## src/rtl/rtc_alarm_pkg.sv

```systemverilog
package rtc_alarm_pkg;
   // Field positions inside a packed time vector, least significant first.
   localparam int unsigned FLD_SEC   = 0;
   localparam int unsigned FLD_MIN   = 1;
   localparam int unsigned FLD_HOUR  = 2;
   localparam int unsigned FLD_DATE  = 3;
   localparam int unsigned FLD_MONTH = 4;

   // How the open-drain pin is produced from the flag and configuration state.
   typedef enum logic {
      PIN_COMB = 1'b0,
      PIN_REG  = 1'b1
   } pin_drive_e;
endpackage

```

## src/rtl/alarm_repeat_decode.sv

```systemverilog
module alarm_repeat_decode #(
   parameter int unsigned RPT_W      = 5,
   parameter int unsigned NUM_FIELDS = 5
) (
   input  logic [RPT_W-1:0]      rpt_code,
   output logic [NUM_FIELDS-1:0] cmp_mask
);
   localparam int unsigned LVL_W = $clog2(RPT_W + 1);
   localparam logic [RPT_W-1:0] ONES = '1;

   logic [LVL_W-1:0] level;

   // A valid code is all ones with k trailing zeros; k fields take part.
   // Anything else leaves the level at zero: match on every tick.
   always_comb begin
      level = '0;
      for (int k = 1; k <= int'(RPT_W); k++) begin
         if (rpt_code == (ONES << k)) level = LVL_W'(k);
      end
   end

   for (genvar i = 0; i < int'(NUM_FIELDS); i++) begin : g_mask
      assign cmp_mask[i] = (level > LVL_W'(i));
   end
endmodule

```

## src/rtl/alarm_field_compare.sv

```systemverilog
module alarm_field_compare #(
   parameter int unsigned FIELD_W    = 8,
   parameter int unsigned NUM_FIELDS = 5
) (
   input  logic [NUM_FIELDS*FIELD_W-1:0] cur_time,
   input  logic [NUM_FIELDS*FIELD_W-1:0] alm_time,
   input  logic [NUM_FIELDS-1:0]         cmp_mask,
   output logic                          all_match
);
   logic [NUM_FIELDS-1:0] fld_ok;

   for (genvar i = 0; i < int'(NUM_FIELDS); i++) begin : g_fld
      assign fld_ok[i] = !cmp_mask[i] ||
                         (cur_time[i*FIELD_W +: FIELD_W] == alm_time[i*FIELD_W +: FIELD_W]);
   end

   assign all_match = &fld_ok;
endmodule

```

## src/rtl/alarm_flag_ctrl.sv

```systemverilog
module alarm_flag_ctrl (
   input  logic clk,
   input  logic rst_n,
   input  logic match_evt,
   input  logic on_flag_reg,
   input  logic flag_rd,
   output logic flag_q,
   output logic pend_q
);
   logic raise;

   assign raise = (match_evt || pend_q) && !on_flag_reg;

   always_ff @(posedge clk or negedge rst_n) begin
      if (!rst_n) begin
         flag_q <= 1'b0;
         pend_q <= 1'b0;
      end else begin
         pend_q <= on_flag_reg && (pend_q || match_evt);
         if (raise)        flag_q <= 1'b1;
         else if (flag_rd) flag_q <= 1'b0;
      end
   end

   // no new flag while the pointer sits on the flag register
   assert_hold_on_flag_reg_R7: assert property (@(posedge clk) disable iff (!rst_n)
      (on_flag_reg && !flag_q) |=> !flag_q);

   // a held match is released once the pointer moves on
   assert_pend_release_R7: assert property (@(posedge clk) disable iff (!rst_n)
      (pend_q && !on_flag_reg) |=> (flag_q && !pend_q));

   // a read with no competing set clears the flag
   assert_read_clears_R6: assert property (@(posedge clk) disable iff (!rst_n)
      (flag_rd && on_flag_reg) |=> !flag_q);

   // a set in the same cycle as a read wins
   assert_set_beats_read_R8: assert property (@(posedge clk) disable iff (!rst_n)
      (flag_rd && match_evt && !on_flag_reg) |=> flag_q);

   // the flag only rises after a match or a release
   assert_rise_has_cause_R5: assert property (@(posedge clk) disable iff (!rst_n)
      $rose(flag_q) |-> $past(match_evt || pend_q));
endmodule

```

## src/rtl/rtc_alarm_unit.sv

```systemverilog
module rtc_alarm_unit
   import rtc_alarm_pkg::*;
#(
   parameter int unsigned FIELD_W    = 8,
   parameter int unsigned NUM_FIELDS = 5,
   parameter int unsigned RPT_W      = 5,
   parameter int unsigned ADDR_W     = 4,
   parameter int unsigned FLAG_ADDR  = 15,
   parameter pin_drive_e  PIN_DRIVE  = PIN_COMB
) (
   input  logic                          clk,
   input  logic                          rst_n,
   input  logic                          tick,
   input  logic [NUM_FIELDS*FIELD_W-1:0] cur_time,
   input  logic [NUM_FIELDS*FIELD_W-1:0] alm_time,
   input  logic [RPT_W-1:0]              rpt_code,
   input  logic [ADDR_W-1:0]             ptr_addr,
   input  logic                          flag_rd,
   input  logic                          cfg_we,
   input  logic                          cfg_irq_en,
   input  logic                          cfg_out_bit,
   output logic                          alarm_flag,
   output logic                          alarm_pend,
   output logic                          pin_pull_low
);
   localparam int unsigned TIME_W = NUM_FIELDS * FIELD_W;
   localparam logic [ADDR_W-1:0] FLAG_PTR = ADDR_W'(FLAG_ADDR);
   localparam logic [RPT_W-1:0]  RPT_EVERY = '1;

   if (RPT_W != NUM_FIELDS) begin : g_bad_rpt
      $error("rtc_alarm_unit: RPT_W must equal NUM_FIELDS");
   end
   if (NUM_FIELDS <= FLD_DATE) begin : g_bad_fields
      $error("rtc_alarm_unit: the day-of-month field must exist");
   end
   if (FLAG_ADDR >= (1 << ADDR_W)) begin : g_bad_addr
      $error("rtc_alarm_unit: FLAG_ADDR does not fit ADDR_W");
   end

   logic                  irq_en_q;
   logic                  out_bit_q;
   logic [NUM_FIELDS-1:0] cmp_mask;
   logic                  all_match;
   logic                  alarm_off;
   logic                  on_flag_reg;
   logic                  match_evt;
   logic                  pull_next;

   always_ff @(posedge clk or negedge rst_n) begin
      if (!rst_n) begin
         irq_en_q  <= 1'b0;
         out_bit_q <= 1'b1;
      end else if (cfg_we) begin
         irq_en_q  <= cfg_irq_en;
         out_bit_q <= cfg_out_bit;
      end
   end

   alarm_repeat_decode #(
      .RPT_W      (RPT_W),
      .NUM_FIELDS (NUM_FIELDS)
   ) u_decode (
      .rpt_code (rpt_code),
      .cmp_mask (cmp_mask)
   );

   alarm_field_compare #(
      .FIELD_W    (FIELD_W),
      .NUM_FIELDS (NUM_FIELDS)
   ) u_compare (
      .cur_time  (cur_time),
      .alm_time  (alm_time),
      .cmp_mask  (cmp_mask),
      .all_match (all_match)
   );

   assign alarm_off   = (rpt_code == '0) &&
                        (alm_time[FLD_DATE*FIELD_W +: FIELD_W] == '0);
   assign on_flag_reg = (ptr_addr == FLAG_PTR);
   assign match_evt   = tick && all_match && !alarm_off;

   alarm_flag_ctrl u_flag (
      .clk         (clk),
      .rst_n       (rst_n),
      .match_evt   (match_evt),
      .on_flag_reg (on_flag_reg),
      .flag_rd     (flag_rd),
      .flag_q      (alarm_flag),
      .pend_q      (alarm_pend)
   );

   assign pull_next = irq_en_q ? alarm_flag : !out_bit_q;

   if (PIN_DRIVE == PIN_REG) begin : g_pin_reg
      logic pull_q;
      always_ff @(posedge clk or negedge rst_n) begin
         if (!rst_n) pull_q <= 1'b0;
         else        pull_q <= pull_next;
      end
      assign pin_pull_low = pull_q;
   end else begin : g_pin_comb
      assign pin_pull_low = pull_next;

      // with the enable set the pin tracks the flag
      assert_pin_irq_R9: assert property (@(posedge clk) disable iff (!rst_n)
         irq_en_q |-> (pin_pull_low == alarm_flag));
   end

   // a disabled alarm never produces a match
   assert_off_is_silent_R4: assert property (@(posedge clk) disable iff (!rst_n)
      (tick && alarm_off && !alarm_pend && !alarm_flag) |=> !alarm_flag);

   // the every-second code raises the flag on each tick
   assert_every_tick_R1: assert property (@(posedge clk) disable iff (!rst_n)
      (tick && rpt_code == RPT_EVERY && !on_flag_reg) |=> alarm_flag);

   // with no tick and nothing pending the flag cannot rise
   assert_tick_only_R5: assert property (@(posedge clk) disable iff (!rst_n)
      (!tick && !alarm_pend && !alarm_flag) |=> !alarm_flag);

   // configuration lands one cycle after the strobe
   assert_cfg_load_R11: assert property (@(posedge clk) disable iff (!rst_n)
      cfg_we |=> (irq_en_q == $past(cfg_irq_en) && out_bit_q == $past(cfg_out_bit)));
endmodule

```

## config.mk

```make
export PLATFORM = sky130hd
export DESIGN_NAME = rtc_alarm_unit
export DESIGN_NICKNAME = d
export VERILOG_FILES = /design/src/rtl/rtc_alarm_pkg.sv /design/src/rtl/alarm_repeat_decode.sv /design/src/rtl/alarm_field_compare.sv /design/src/rtl/alarm_flag_ctrl.sv /design/src/rtl/rtc_alarm_unit.sv
export SDC_FILE = /design/constraint.sdc
export NUM_CORES = 1
export LEC_CHECK = 0
export CAP_MARGIN = 20
export CORE_MARGIN = 3
export CORE_UTILIZATION = 45
export CTS_CLUSTER_DIAMETER = 60
export DETAILED_ROUTE_END_ITERATION = 10
export DONT_BUFFER_PORTS = 1
export HOLD_SLACK_MARGIN = 0.06
export PLACE_DENSITY = 0.65
export RECOVER_POWER = 100
export SYNTH_ARGS = -nofsm -noshare
export SYNTH_HDL_FRONTEND = slang
export SYNTH_SLANG_ARGS = --single-unit
```

## constraint.sdc

```tcl
create_clock -name clk -period 1 [get_ports clk]
set_input_delay 0.15 -clock clk [delete_from_list [all_inputs] [get_ports clk]]
set_output_delay 0.15 -clock clk [all_outputs]
set_load 0.01 [all_outputs]
```

* After elaboration in Yosys (flattened, before gate mapping)
Cells that the tools add are included.
** Word-level totals
- Bits in registers :: 4
- Bits in latches :: 0
- Bits in writable memories :: 0
- Bits in read-only memories :: 0
- Input bits :: 96
- Output and inout port bits :: 3
- Logic and storage cells :: 50
- Memories :: 0
** Operators by class
- Add/subtract/negate cells :: 0
- Multipliers :: 0
- Divide/modulo/power cells :: 0
- Magnitude comparators :: 5
- Equal/unequal tests :: 10
- Shift-type cells :: 0
- Mux-type cells :: 8
- Bitwise logic cells :: 0
- Reduce and logical (&&, ||, !) cells :: 23
** Operators with widths (number)
- 8-bit equality test :: 5
- 5-bit equality test, second input constant :: 4
- 1-bit zero test :: 8
- 8-bit zero test :: 1
- 3-bit by 1-bit greater-than comparator with 1-bit output, second input constant :: 2
- 3-bit by 2-bit greater-than comparator with 1-bit output, second input constant :: 2
- 1-bit logical OR :: 6
- 3-bit two-way mux :: 2
- 1-bit logical AND :: 5
- 5-bit zero test :: 1
- 5-bit AND reduction :: 1
- 4-bit equality test, second input constant :: 1
- 1-bit two-way mux :: 4
- 2-bit two-way mux :: 2
- 3-bit greater-than comparator, second input constant :: 1
- 2-bit nonzero test :: 1

* Depth between registers and ports, before layout
- Depth in word-level cells :: 15
- Mapped depth :: 5

* Cells and area by module
From an unflattened synthesis, not the netlist that was laid out.
** Second synthesis, totals
- Cells, all modules :: 84
- Area, all modules :: 726.9 µm²
** Modules (own cells, without submodules)
- alarm_field_compare :: instances 1, cells each 57, area an instance 460.4 µm²
- rtc_alarm_unit :: instances 1, cells each 13, area an instance 130.1 µm²
- alarm_flag_ctrl :: instances 1, cells each 6, area an instance 72.6 µm²
- alarm_repeat_decode :: instances 1, cells each 8, area an instance 63.8 µm²

* Worst setup path before layout
Ideal clock, no wire load.
- Path type :: input port to flip-flop
- Start point :: in rpt_code[4]
- End point :: reg u_flag.flag_q
- Library setup time :: 139 ps
- Arrival :: 1111 ps
- Data required time :: 861 ps
- Path slack :: -249 ps
- Stages on the path :: 5
- Path buffers :: 0
- Cell sequence :: or4_1 -> nor4_2 -> a21boi_1 -> nand4_2 -> a211oi_1
** On the way
- Longest elaborated chain between the ends :: 15
** RTL lines
- start, declared :: line rtc_alarm_unit.sv:16 : input logic [RPT_W-1:0] rpt_code,
- 5-bit equality test :: line alarm_repeat_decode.sv:18 : if (rpt_code == (ONES << k)) level = LVL_W'(k);
- 1-bit two-way mux :: line alarm_repeat_decode.sv:18
- 2-bit two-way mux (2 in series) :: line alarm_repeat_decode.sv:18
- 3-bit two-way mux (2 in series) :: line alarm_repeat_decode.sv:18
- 3-bit by 1-bit greater-than comparator with 1-bit output (tied with other cells) :: line alarm_repeat_decode.sv:23 : assign cmp_mask[i] = (level > LVL_W'(i));
- 1-bit zero test :: line alarm_field_compare.sv:13 : assign fld_ok[i] = !cmp_mask[i] ||
- 1-bit logical OR :: line alarm_field_compare.sv:13
- 5-bit AND reduction :: line alarm_field_compare.sv:17 : assign all_match = &fld_ok;
- 1-bit logical AND :: line rtc_alarm_unit.sv:80 : assign match_evt = tick && all_match && !alarm_off;
- 1-bit logical AND (*) :: line rtc_alarm_unit.sv:80
- 1-bit logical OR (*) :: line alarm_flag_ctrl.sv:12 : assign raise = (match_evt || pend_q) && !on_flag_reg;
- 1-bit logical AND (*) :: line alarm_flag_ctrl.sv:12
- 1-bit two-way mux or 2-bit nonzero test (tied branches)
- end signal, assigned :: line alarm_flag_ctrl.sv:16 : flag_q <= 1'b0;
- end signal, assigned :: line alarm_flag_ctrl.sv:20 : if (raise) flag_q <= 1'b1;
- end signal, assigned :: line alarm_flag_ctrl.sv:21 : else if (flag_rd) flag_q <= 1'b0;
- end, declared :: line alarm_flag_ctrl.sv:7 : output logic flag_q,
Every way passes the cells marked *; elsewhere a longest branch is shown, timed or not.
A chain may end at the register's enable or synchronous reset.

* Worst setup path in the final report
- Start point :: reg u_flag.flag_q
- End point :: out pin_pull_low
** On the way
- Longest elaborated chain between the ends :: 1
** RTL lines
- 1-bit two-way mux :: line rtc_alarm_unit.sv:92 : assign pull_next = irq_en_q ? alarm_flag : !out_bit_q;
- end, declared :: line rtc_alarm_unit.sv:24 : output logic pin_pull_low
No other way between the ends.

==> impl_metrics.env <==
export IMPL_num_vias=689
export IMPL_whs_ns=0.07783
export IMPL_grt_setup_unrepaired="yes"
export IMPL_drt_initial_drc_count=0
export IMPL_arrival_time_at_the_worst_endpoint_ns=0.92
export IMPL_failed_checks="setup timing"
export IMPL_post_route_period_util_pct=107.0
export IMPL_largest_net_degree_at_the_start_of_global_routing=6
export IMPL_clock_tree_buffer_depth=2
export IMPL_ys_ff_latch=4
export IMPL_post_route_min_period_ns=1.070
export IMPL_place_port_buffers=0
export IMPL_critical_path_slowest_cell="sky130_fd_sc_hd__dfrtp_2"
export IMPL_initial_antenna_violation_count=0
export IMPL_timing_critical_path_required_ns=0.85
export IMPL_dr_pass1_iters=1
export IMPL_critPathMaxStageDelay_ns=0.43
export IMPL_grt_util_all_layers_pct=16.56
export IMPL_synth_largest_area_cell="sky130_fd_sc_hd__xnor2_1"
export IMPL_yosys_area_top_type_share_pct=41.03
export IMPL_grt_pass1_wl_um=2559
export IMPL_setup_worst_path_end_class="output pin"
export IMPL_setup_worst_path_start_class="flop"
export IMPL_layoutNonFillerInstCount=108
export IMPL_placed_area_um2=770.7
export IMPL_netlist_instances=84
export IMPL_die_area_mm2=0.002130
export IMPL_wirelength_um=1948
export IMPL_synthesis_nets=180
export IMPL_run_status="finished, violations left"
export IMPL_grt_pass1_vias=666
export IMPL_detail_route_wl_per_cell_um=18.04
export IMPL_ys_top_cells_by_area="sky130_fd_sc_hd__xnor2_1 41%, sky130_fd_sc_hd__dfrtp_1 10%, sky130_fd_sc_hd__nand4_1 7.8%"
export IMPL_flop2flop_setup_slack_ns=-0.05
export IMPL_crit_path_cell_trace="buf_6 > nand2_4 > o21ai_4"
export IMPL_core_rowCount=13
export IMPL_synth_avg_cell_area_um2=8.639
export IMPL_cts_sink_count=4
export IMPL_hold_violations=0
export IMPL_fin_nets=190
export IMPL_holdCritPathClass="input pin to flop"
export IMPL_timing_max_slew_rel_slack_pct=78.81
export IMPL_core_area_mm2=0.001399
export IMPL_insertion_delay_ns=0.24
export IMPL_cts_root_buf="sky130_fd_sc_hd__clkbuf_4"
export IMPL_ratio_of_cells_with_drive_above_1_in_the_final_layout_pct=25.81
export IMPL_drc=0
export IMPL_synth_sequential_area_ratio_pct=13.97
export IMPL_detailed_place_hpwl_um=1641
export IMPL_tightestPinTransition_ns=0.3155
export IMPL_tritoncts="built"
export IMPL_clock_slew_at_reported_path_ffs_ns=0.04
export IMPL_syn_area_um2=725.7
export IMPL_syn2layout_area_growth_pct=25.00
export IMPL_design_portCount=99
export IMPL_floorplan_die_width_um=46.16
export IMPL_finish_utilization_pct=64.85
export IMPL_yosys_warnings=0
export IMPL_worst_path_maximum_fanout=3
export IMPL_cts_made_buffers=3
export IMPL_power_density_cell_area_mw_per_mm2=790.2
export IMPL_antenna_diode_count=0
export IMPL_dp_worst_setup_slack_ns=-0.3048
export IMPL_initial_core_util_pct=51.88
export IMPL_worst_path_buf_inv=1
export IMPL_number_of_nets_with_antenna_violations_after_routing=0
export IMPL_final_max_slew_viol_count=0
export IMPL_drt_vias_per_instance=6.380
export IMPL_ir_worst_vdd_mv=0.2509
export IMPL_place_gp_congestion=0.7206
export IMPL_fill_cell_instance_count_of_the_final_layout=116
export IMPL_timing_fmax_ghz=0.9344
export IMPL_place_inst=102
export IMPL_path_class="flop to output pin"
export IMPL_setup_viol=3
export IMPL_post_route_cell_area_um2=907.1
export IMPL_critical_path_top_delay_family="flip-flops"
export IMPL_power_leakage_nw=0.2782
export IMPL_worst_slack_ns=-0.07016
export IMPL_maxCapViolations=0
export IMPL_grt_overflow_total=0
export IMPL_fp_dieH_um=46.16
export IMPL_cts_htree_levels=1
export IMPL_fin_skew_ns=0.00001771
export IMPL_synth_distinct_cells=23
-- cells in the final DEF, fill, tap and decap left out --
cell / n
sky130_fd_sc_hd__a211oi_2: 3
sky130_fd_sc_hd__nor4_4: 1
sky130_fd_sc_hd__a21boi_1: 1
sky130_fd_sc_hd__a41o_1: 1
sky130_fd_sc_hd__clkbuf_1: 1
sky130_fd_sc_hd__dlygate4sd3_1: 1
sky130_fd_sc_hd__dfrtp_1: 1
sky130_fd_sc_hd__or4_4: 2
sky130_fd_sc_hd__nor4_2: 1
sky130_fd_sc_hd__mux2_2: 2
sky130_fd_sc_hd__nand4_1: 9
sky130_fd_sc_hd__o211ai_1: 2
sky130_fd_sc_hd__a21oi_1: 1
sky130_fd_sc_hd__o21ai_4: 1
sky130_fd_sc_hd__buf_6: 2
sky130_fd_sc_hd__xor2_1: 6
sky130_fd_sc_hd__a2111oi_4: 1
sky130_fd_sc_hd__nor4_1: 2
sky130_fd_sc_hd__clkbuf_4: 4
sky130_fd_sc_hd__nand2_1: 1
sky130_fd_sc_hd__nor2b_4: 1
sky130_fd_sc_hd__dfstp_1: 1
sky130_fd_sc_hd__inv_1: 2
sky130_fd_sc_hd__nor3_1: 1
sky130_fd_sc_hd__buf_12: 1
sky130_fd_sc_hd__xnor2_1: 34
sky130_fd_sc_hd__nand2_4: 1
sky130_fd_sc_hd__dfrtp_2: 2
sky130_fd_sc_hd__nand4_2: 1
sky130_fd_sc_hd__nor2_2: 1
sky130_fd_sc_hd__o21ai_0: 2
sky130_fd_sc_hd__nor2_1: 3
-- per-layer routing --
layer | GRT usage [%] | vias up | wire [µm]
met5 | 0 | - | 0
met2 | 34.34 | 63 | 1129
li1 | - | 325 | -
met1 | 16.71 | 301 | 551
met4 | 5.114 | 0 | 0
met3 | 1.172 | 0 | 267
-- where the power goes --
part | internal [mW] | switching (mW) | leakage [nW] | total, mW
registers | 0.180 | 0.0223 | 0.0447 | 0.202
logic | 0.184 | 0.109 | 0.219 | 0.294
clock network | 0.150 | 0.0705 | 0.0150 | 0.221
total | 0.514 | 0.202 | 0.278 | 0.717
-- what timing repair did --
item | 4_1_cts | 5_1_grt
gates resized for setup | 10 | 8
hold buffers | 1 | 0
pin swaps | 5 | 6
hold endpoints to repair | 4 | 0
endpoints found under the setup margin | 3 | 4
setup buffers | 0 | 1
-- layout make-up --
cell class	instances	area, µm²	share of cell area (%)
multi-input cells	78	690.7	76.14
flip-flops and latches	4	103.9	11.45
repair buffers	5	60.06	6.621
clock buffers	4	26.28	2.897
well taps	15	18.77	2.069
inverters	2	7.507	0.8276
-- cells by family (layout without fill, tap and decap cells) --
kind of cell | after synthesis | after routing | share of synthesized area [%]
buffers and inverters | 2 | 11 | 1.035
DFF | 4 | 4 | 13.97
AOI/OAI and AO/OA | 12 | 12 | 11.72
xor gates and xnor gates | 40 | 40 | 48.28
and+or+nand+nor | 24 | 24 | 21.89
muxes | 2 | 2 | 3.103
-- state kept, by name (all words and copies together), names as in the netlist --
signal         cells
u_flag.pend_q      1
u_flag.flag_q      1
out_bit_q          1
irq_en_q           1
-- cells in the mapped netlist --
| library cell | instances |
|---|---|
| sky130_fd_sc_hd__a2111oi_1 | 1 |
| sky130_fd_sc_hd__a211oi_1 | 3 |
| sky130_fd_sc_hd__a21boi_1 | 1 |
| sky130_fd_sc_hd__a21oi_1 | 1 |
| sky130_fd_sc_hd__a41o_1 | 1 |
| sky130_fd_sc_hd__dfrtp_1 | 3 |
| sky130_fd_sc_hd__dfstp_2 | 1 |
| sky130_fd_sc_hd__inv_1 | 2 |
| sky130_fd_sc_hd__mux2_2 | 2 |
| sky130_fd_sc_hd__nand2_1 | 2 |
| sky130_fd_sc_hd__nand4_1 | 9 |
| sky130_fd_sc_hd__nand4_2 | 1 |
| sky130_fd_sc_hd__nor2_1 | 4 |
| sky130_fd_sc_hd__nor2b_1 | 1 |
| sky130_fd_sc_hd__nor3_1 | 1 |
| sky130_fd_sc_hd__nor4_1 | 2 |
| sky130_fd_sc_hd__nor4_2 | 2 |
| sky130_fd_sc_hd__o211ai_1 | 2 |
| sky130_fd_sc_hd__o21ai_0 | 3 |
| sky130_fd_sc_hd__or4_1 | 1 |
| sky130_fd_sc_hd__or4_4 | 1 |
| sky130_fd_sc_hd__xnor2_1 | 34 |
| sky130_fd_sc_hd__xor2_1 | 6 |
-- final timing paths --
kind	from	end	cells after the start
setup / recovery	u_flag.flag_q	pin_pull_low	3
hold / removal	cfg_out_bit	out_bit_q	1
setup reg to reg	u_flag.flag_q	u_flag.flag_q	3
hold reg to reg	out_bit_q	out_bit_q	1
max in group asynchronous	rst_n	out_bit_q	1
min in group asynchronous	rst_n	u_flag.flag_q	1
-- stage by stage --
step | setup TNS (ns) | total power, mW
after floorplan | -0.4615 | 0.3949
after global placement | -0.5407 | 0.4279
after detailed placement | -0.5879 | 0.4332
after CTS | -0.2028 | 0.6906
after global routing | -0.3324 | 0.7669
final | -0.1655 | 0.7168
Power figures use the tool's default switching activity.
